==> config.mk <==
export PLATFORM = sky130hd
export DESIGN_NAME = eewp_status_unit
export DESIGN_NICKNAME = d
export VERILOG_FILES = /design/src/rtl/eewp_pkg.sv /design/src/rtl/eewp_region.sv /design/src/rtl/eewp_regs.sv /design/src/rtl/eewp_status_unit.sv
export SDC_FILE = /design/constraint.sdc
export NUM_CORES = 1
export LEC_CHECK = 0
export ABC_AREA = 1
export CELL_PAD_IN_SITES_DETAIL_PLACEMENT = 0
export CELL_PAD_IN_SITES_GLOBAL_PLACEMENT = 1
export CORE_AREA = 4 4 56 58
export CTS_BUF_LIST = sky130_fd_sc_hd__clkbuf_8
export CTS_CLUSTER_DIAMETER = 150
export DETAILED_ROUTE_END_ITERATION = 10
export DIE_AREA = 0 0 60 62
export HOLD_SLACK_MARGIN = 0.08
export PLACE_DENSITY_LB_ADDON = 0.1
export SYNTH_ARGS = -nofsm -noshare
export SYNTH_HDL_FRONTEND = slang
export SYNTH_SLANG_ARGS = --single-unit
==> constraint.sdc <==
create_clock -name clk -period 1.7 [get_ports clk]
set_input_delay 0.17 -clock clk [delete_from_list [all_inputs] [get_ports clk]]
set_output_delay 0.17 -clock clk [all_outputs]
set_load 0.01 [all_outputs]
==> src/rtl/eewp_pkg.sv <==
package eewp_pkg;
  typedef enum logic [1:0] {
    PROT_NONE = 2'b00,
    PROT_QTR  = 2'b01,
    PROT_HALF = 2'b10,
    PROT_ALL  = 2'b11
  } prot_sel_e;

  typedef struct packed {
    logic       lock_en;
    logic [1:0] sel;
    logic       wen;
  } sr_state_t;

  localparam int unsigned SR_LOCK_BIT = 7;
  localparam int unsigned SR_SEL_HI   = 3;
  localparam int unsigned SR_SEL_LO   = 2;

  function automatic logic [7:0] pack_status(sr_state_t s, logic busy);
    return {s.lock_en, 3'b000, s.sel, s.wen, busy};
  endfunction
endpackage

==> src/rtl/eewp_region.sv <==
module eewp_region
  import eewp_pkg::*;
#(
  parameter int unsigned AW = 12
) (
  input  logic [1:0]    sel,
  input  logic [AW-1:0] addr,
  output logic          hit
);
  localparam int unsigned TOP = AW - 1;

  always_comb begin
    case (prot_sel_e'(sel))
      PROT_NONE: hit = 1'b0;
      PROT_QTR:  hit = &addr[TOP -: 2];
      PROT_HALF: hit = addr[TOP];
      default:   hit = 1'b1;
    endcase
  end
endmodule

==> src/rtl/eewp_regs.sv <==
module eewp_regs
  import eewp_pkg::*;
(
  input  logic      clk,
  input  logic      por_n,
  input  logic      set_wen,
  input  logic      clr_wen,
  input  logic      load_sr,
  input  logic [7:0] sr_data,
  output sr_state_t st
);
  always_ff @(posedge clk or negedge por_n) begin
    if (!por_n) begin
      st <= '0;
    end else begin
      if (clr_wen)      st.wen <= 1'b0;
      else if (set_wen) st.wen <= 1'b1;
      if (load_sr) begin
        st.lock_en <= sr_data[SR_LOCK_BIT];
        st.sel     <= sr_data[SR_SEL_HI:SR_SEL_LO];
      end
    end
  end
endmodule

==> src/rtl/eewp_status_unit.sv <==
module eewp_status_unit
  import eewp_pkg::*;
#(
  parameter int unsigned AW = 12
) (
  input  logic          clk,
  input  logic          por_n,
  input  logic          warm_rst,
  input  logic          wren_stb,
  input  logic          wrdi_stb,
  input  logic          wr_req,
  input  logic [AW-1:0] wr_addr,
  input  logic          wrsr_req,
  input  logic [7:0]    wrsr_data,
  input  logic          wp_pin_n,
  input  logic          timer_busy,
  input  logic [AW-1:0] page_addr,
  output logic [7:0]    status_byte,
  output logic          wr_grant,
  output logic          wr_cancel,
  output logic          sr_grant,
  output logic          sr_cancel,
  output logic          page_byte_ok
);
  localparam int unsigned NPORT = 2;

  sr_state_t     st;
  logic [AW-1:0] q_addr [NPORT];
  logic          q_hit  [NPORT];

  assign q_addr[0] = wr_addr;
  assign q_addr[1] = page_addr;

  for (genvar g = 0; g < NPORT; g++) begin : g_region
    eewp_region #(.AW(AW)) u_region (
      .sel (st.sel),
      .addr(q_addr[g]),
      .hit (q_hit[g])
    );
  end

  logic open_gate, pin_block, wr_go, sr_go, set_wen, clr_wen;

  always_comb begin
    open_gate = st.wen & ~timer_busy & ~warm_rst;
    pin_block = st.lock_en & ~wp_pin_n;
    wr_go     = wr_req & open_gate & ~q_hit[0];
    sr_go     = wrsr_req & ~wr_req & open_gate & ~pin_block;
    set_wen   = wren_stb & ~timer_busy;
    clr_wen   = (wrdi_stb & ~timer_busy) | warm_rst | wr_go | sr_go;
  end

  eewp_regs u_regs (
    .clk    (clk),
    .por_n  (por_n),
    .set_wen(set_wen),
    .clr_wen(clr_wen),
    .load_sr(sr_go),
    .sr_data(wrsr_data),
    .st     (st)
  );

  always_ff @(posedge clk or negedge por_n) begin
    if (!por_n) begin
      wr_grant  <= 1'b0;
      wr_cancel <= 1'b0;
      sr_grant  <= 1'b0;
      sr_cancel <= 1'b0;
    end else begin
      wr_grant  <= wr_go;
      wr_cancel <= wr_req & ~wr_go;
      sr_grant  <= sr_go;
      sr_cancel <= wrsr_req & ~sr_go;
    end
  end

  assign status_byte  = pack_status(st, timer_busy);
  assign page_byte_ok = ~q_hit[1];
endmodule

Word-level counts from Yosys, hierarchy flattened. Index checks and enable logic that the tools add are counted.

$add $sub $neg: 0. Reduce and logical (&&, ||, !) cells: 4. Multiply operators: 0. Bitwise operators: 24. Equality and inequality tests: 2. Muxes and demuxes: 4. Shift-type cells: 0. Divide/modulo/power cells: 0. Magnitude comparators: 0.

Operators by type and width (count): $and 1x1->1 (12); $not 1->1 (9); $pmux 1 s3 (2); $reduce_and 2->1 (2); $or 1x1->1 (3); $eq 2x1->1 const B (1); $eq 2x2->1 const B (1); $logic_not 2->1 (1); $mux 1 (2); $reduce_bool 2->1 (1).

Input bits: 41. Memories: 0. Output and inout port bits: 13. Register bits after elaboration: 8. Bits in latches: 0. Word-level logic and storage cells: 41. ROM bits: 0. Bits in writable memories: 0.

Depth between registers and ports, before layout.
Depth after elaboration: 8. Depth in mapped cells: 7. Depth with buffers taken out: 7.

Hierarchy. A second synthesis with hierarchy kept.

Cells, all modules: 57. Area, all modules: 420.4 sq um.

Modules (own cells, without submodules): eewp_status_unit (area each 247.7 sq um, cells an instance 35, sequential area each 100.1 sq um, times used 1); eewp_regs (area each 145.1 sq um, cells an instance 16, sequential area each 100.1 sq um, times used 1); eewp_region (area each 13.8 sq um, cells an instance 3, sequential area each 0.0 sq um, times used 2).

Worst setup path before layout. OpenSTA, ideal clock, no wires.

Kind: flip-flop to flip-flop. From: register u_regs.st[2] (netlist name). To: register u_regs.st[0] (netlist name). Setup slack: 0.744 ns. Stages on the path, launching flop included: 7. Required time: 1.582 ns. Setup time: 0.118 ns. Data arrival time: 0.838 ns. Buffers on the path: 0. Clock period less this slack: 0.956 ns. Cells stage by stage: dfrtp_1 > nand2_1 > inv_1 > nor2_1 > nand2_1 > nor2_2 > nor2_1.

Cells in the longest elaborated chain, start to end: 7. Elaborated cells between the ends (all ways): 10. Those cells by class: eq/ne: 2; mux: 2; bitwise: 4; reduce/logical: 2.

Ends and longest elaborated chain: $eq 2x2->1 (tied with other cells) (RTL line eewp_region.sv:13) `case (prot_sel_e'(sel))`; $pmux 1 s3 (*) (RTL line eewp_region.sv:13); $not 1->1 (*) (RTL line eewp_status_unit.sv:47) `wr_go = wr_req & open_gate & ~q_hit[0];`; $and 1x1->1 (*) (RTL line eewp_status_unit.sv:47); via wr_go (RTL line eewp_status_unit.sv:42) `logic open_gate, pin_block, wr_go, sr_go, set_wen, clr_wen;`; $or 1x1->1 (*) (2 in a row) (RTL line eewp_status_unit.sv:50) `clr_wen = (wrdi_stb & ~timer_busy) | warm_rst | wr_go | sr_go;`; $mux 1 / $reduce_bool 2->1 (equally long branches).

The timed path passes the listed nets; every way through them passes the cells marked *. A chain may end at the register's enable or synchronous reset.

Worst setup path after layout.
From: input port timer_busy. To: output port status_byte[0].

RTL lines: start: declaration (RTL line eewp_status_unit.sv:16) `input logic timer_busy,`; end: declaration (RTL line eewp_status_unit.sv:18) `output logic [7:0] status_byte,`.

No word-level cell between the ends.

==> impl_metrics.csv <==
group,metric,value,unit
outcome,status,"finished, final reports clean",
finish,diodes,0,
global_route,grt_pass1_wl,1540,um
placement,numPortBuffers,25,
global_route,grt_pass1_vias,358,
drt,wire_per_inst,9.46,um
clock_tree,post_cts.repair.setup_buffers,0,
worst_setup_path,r2r_cells,6,
hold_path,hold_class,"in -> async",
finish,regArea,200,sq um
synth,synth_top_area_cell,"dfrtp_1",
sta,clock-skew-final,0.00396,ns
clock_tree,cts_buffers,3,
die,die_h,62,um
die,die-area,0.00372,sq mm
sta,hold_viol_final,0,
synth,dominantRegCellSynth,"dfrtp_1",
worst_setup_path,worstReg2RegEnd,"u_regs.st[0]$_DFFE_PN0P_",
worst_setup_path,cp-end-kind,"output pin",
die,ioPinCount,54,
pwr,powerDensity,803,mW/mm^2
synth,syn_area_per_cell,7.72,sq um
clock_tree,cts_root_buffer,"clkbuf_8",
synth,ys_ff_latch,8,
worst_setup_path,cp_slowest_cell,"clkdlybuf4s50_1",
sta,rsz0062_at_grt,"false",
worst_setup_path,crit_fanout,3,
synth,synth.top_cell.area_share,49.8,%
synth,synth_cells,52,
sta,drv_slew,0,
clock_tree,cts_num_sinks,8,
synth,ys_warn_count,0,
finish,multi_input_area,149,sq um
sta,finalCriticalPeriod,1.40,ns
drt,drt_pass1_iterations,4,
synth,synth.distinct_cells,12,
clock_tree,path_clk_slew,0.04,ns
worst_setup_path,setup.worst_path.end,"status_byte[0]",
worst_setup_path,crit_path_start,"timer_busy",
global_route,grt_max_degree,9,
global_route,overflow,0,
job,drv_cap,0,
finish,areaGrowthSynthToFinish,77.3,%
clock_tree,clockBufferDepth,2,
worst_setup_path,path_buf_inv,2,
clock_tree,clock_latency,0.23,ns
die,initial_core_util,15.1,%
pwr,irDropWorstVdd,0.477,mV
die,die_x,60,um
worst_setup_path,crit_required,1.53,ns
sta,fmax,714,MHz
drt,ant_nets,0,
clock_tree,ctsHtreeMaxLevel,1,
drt,routed_wl,1030,um
drt,drt-vias-per-instance,3.40,
finish,drive_gt1_share,11.5,%
clock_tree,cts_tree,"yes",
finish,fillerInstances,298,
worst_setup_path,crit_top_cell,"clkdlybuf4s50_1",
sta,finalCritPeriodShare,82.4,%
sta,whs,0.231,ns
clock_tree,hold_buffers,0,
die,rows,19,
worst_setup_path,path_class,"in -> out",
worst_setup_path,cp_data_arrival_time,1.23,ns
synth,synthTopCellsByCount,"nand2_1 (16), dfrtp_1 (8), nor2_1 (8), inv_1 (5), buf_4 (4)",
drt,drt-initial-drc-count,1,
finish,fin_nets,121,
sta,setup-violations-final,0,
synth,syn_area,402,sq um
worst_setup_path,max_stage_delay,0.55,ns
worst_setup_path,crit_chain,"clkdlybuf4s50_1, clkdlybuf4s50_1",
pwr,power.leakage,0.342,nW
synth,yosysSeqAreaShare,49.8,%
worst_setup_path,startpoint_type,"input pin",
worst_setup_path,cp.depth,2,
synth,yosys-top-cells-area,"dfrtp_1 (50%), nand2_1 (15%), buf_4 (7.5%)",
global_route,grt_use_total,5.99,%
synth,synth-edff-count,0,
drt,vias,371,
worst_setup_path,r2r-start,"u_regs.st[2]$_DFFE_PN0P_",
drt,drc,0,
sta,tns,0,ns
global_route,grt_antenna_before_repair,0,
placement,place.gp.congestion,0.664,
synth,synth-async-reset-ratio,100,%
synth,yosysMostFrequentCell,"nand2_1",
die,coreArea,0.00266,sq mm
worst_setup_path,r2r_setup_slack,0.67,ns
worst_setup_path,cp_top_family,"buffers and inverters",
==> what timing repair did <==
action	4_1_cts	5_1_grt
endpoints found under the setup margin	0	1
gates resized for setup	0	1
endpoints found under the hold margin	0	0
==> worst reg2reg max path: stages, from the launching register on <==
cell	delay (ns)
dfrtp_1	0.42
nand2_1	0.11
inv_1	0.06
nor2_1	0.08
nand2_1	0.06
nor2_2	0.13
nor2_1	0.06
==> how the worst min path moves through the flow <==
stage | startpoint | endpoint | slack (ns) | cells past startpoint
after floorplan | por_n | sr_cancel$_DFF_PN0_ | -0.13 | 0
after global placement | por_n | u_regs.st[2]$_DFFE_PN0P_ | 0.49 | 1
after detailed placement | por_n | sr_grant$_DFF_PN0_ | 0.49 | 1
after CTS | por_n | u_regs.st[1]$_DFFE_PN0P_ | 0.25 | 1
after global routing | por_n | u_regs.st[2]$_DFFE_PN0P_ | 0.25 | 1
final | por_n | u_regs.st[1]$_DFFE_PN0P_ | 0.23 | 1
==> stage by stage <==
stage | instances | total power [mW] | utilization (%) | setup slack, ns | area, sq um
2_1_floorplan | 54 | 0.273 | - | 0.744 | 409
3_3_place_gp | 106 | 0.352 | 25.1 | 0.170 | 668
3_5_place_dp | 106 | 0.351 | 25.1 | 0.165 | 668
4_1_cts | 109 | 0.584 | 26.6 | 0.0274 | 709
5_1_grt | 109 | 0.610 | 26.7 | 0.262 | 712
6_report | 109 | 0.572 | 26.7 | 0.299 | 712
==> registers in the layout, summed over array words and instances, names as in the netlist <==
register and flops:
u_regs.st 4, sr_cancel 1, sr_grant 1, wr_cancel 1
wr_grant 1
==> layout by cell type, fill, tap and decap left out <==
cell and instances:
inv_1 5, nand2_2 2, nor2_1 8, a21oi_1 3, nor2_2 2, clkinv_2 1, dfrtp_1 8, o21bai_1 1
dlymetal6s2s_1 1, inv_4 1, conb_1 3, clkbuf_8 3, clkdlybuf4s50_1 24, nand2_1 16
==> kinds of logic (layout without fill, tap and decap cells) <==
group           after synthesis  count (layout)  share of synthesized area (%)
compound gates                4               4                           5.61
buf+inv                      11              35                           15.0
flops                         8               8                           49.8
other cells                   1               3                          0.934
simple gates                 28              28                           28.7
==> area by class of cell <==
cell class | count | share of cell area, %
timing repair buffer | 25 | 35.5
sequential | 8 | 28.1
multi-input combinational | 35 | 20.9
clock buffer | 3 | 5.80
tap | 31 | 5.45
inverter | 7 | 4.22
==> power breakdown <==
| group | switching (mW) | internal, mW | leakage [nW] | total, mW |
|---|---|---|---|---|
| registers | 0.0142 | 0.206 | 0.105 | 0.220 |
| logic | 0.0481 | 0.0770 | 0.215 | 0.125 |
| clock network | 0.0728 | 0.153 | 0.0216 | 0.226 |
==> metal layers <==
metal  track usage (%)  share of wire, %  vias up
met4              2.85              0.87        0
met2              10.0                50       17
met5                 0                 0        -
li1                  -                 -      200
met1              6.23                39      152
met3              3.10                11        2
Power figures use the tool's default switching activity.
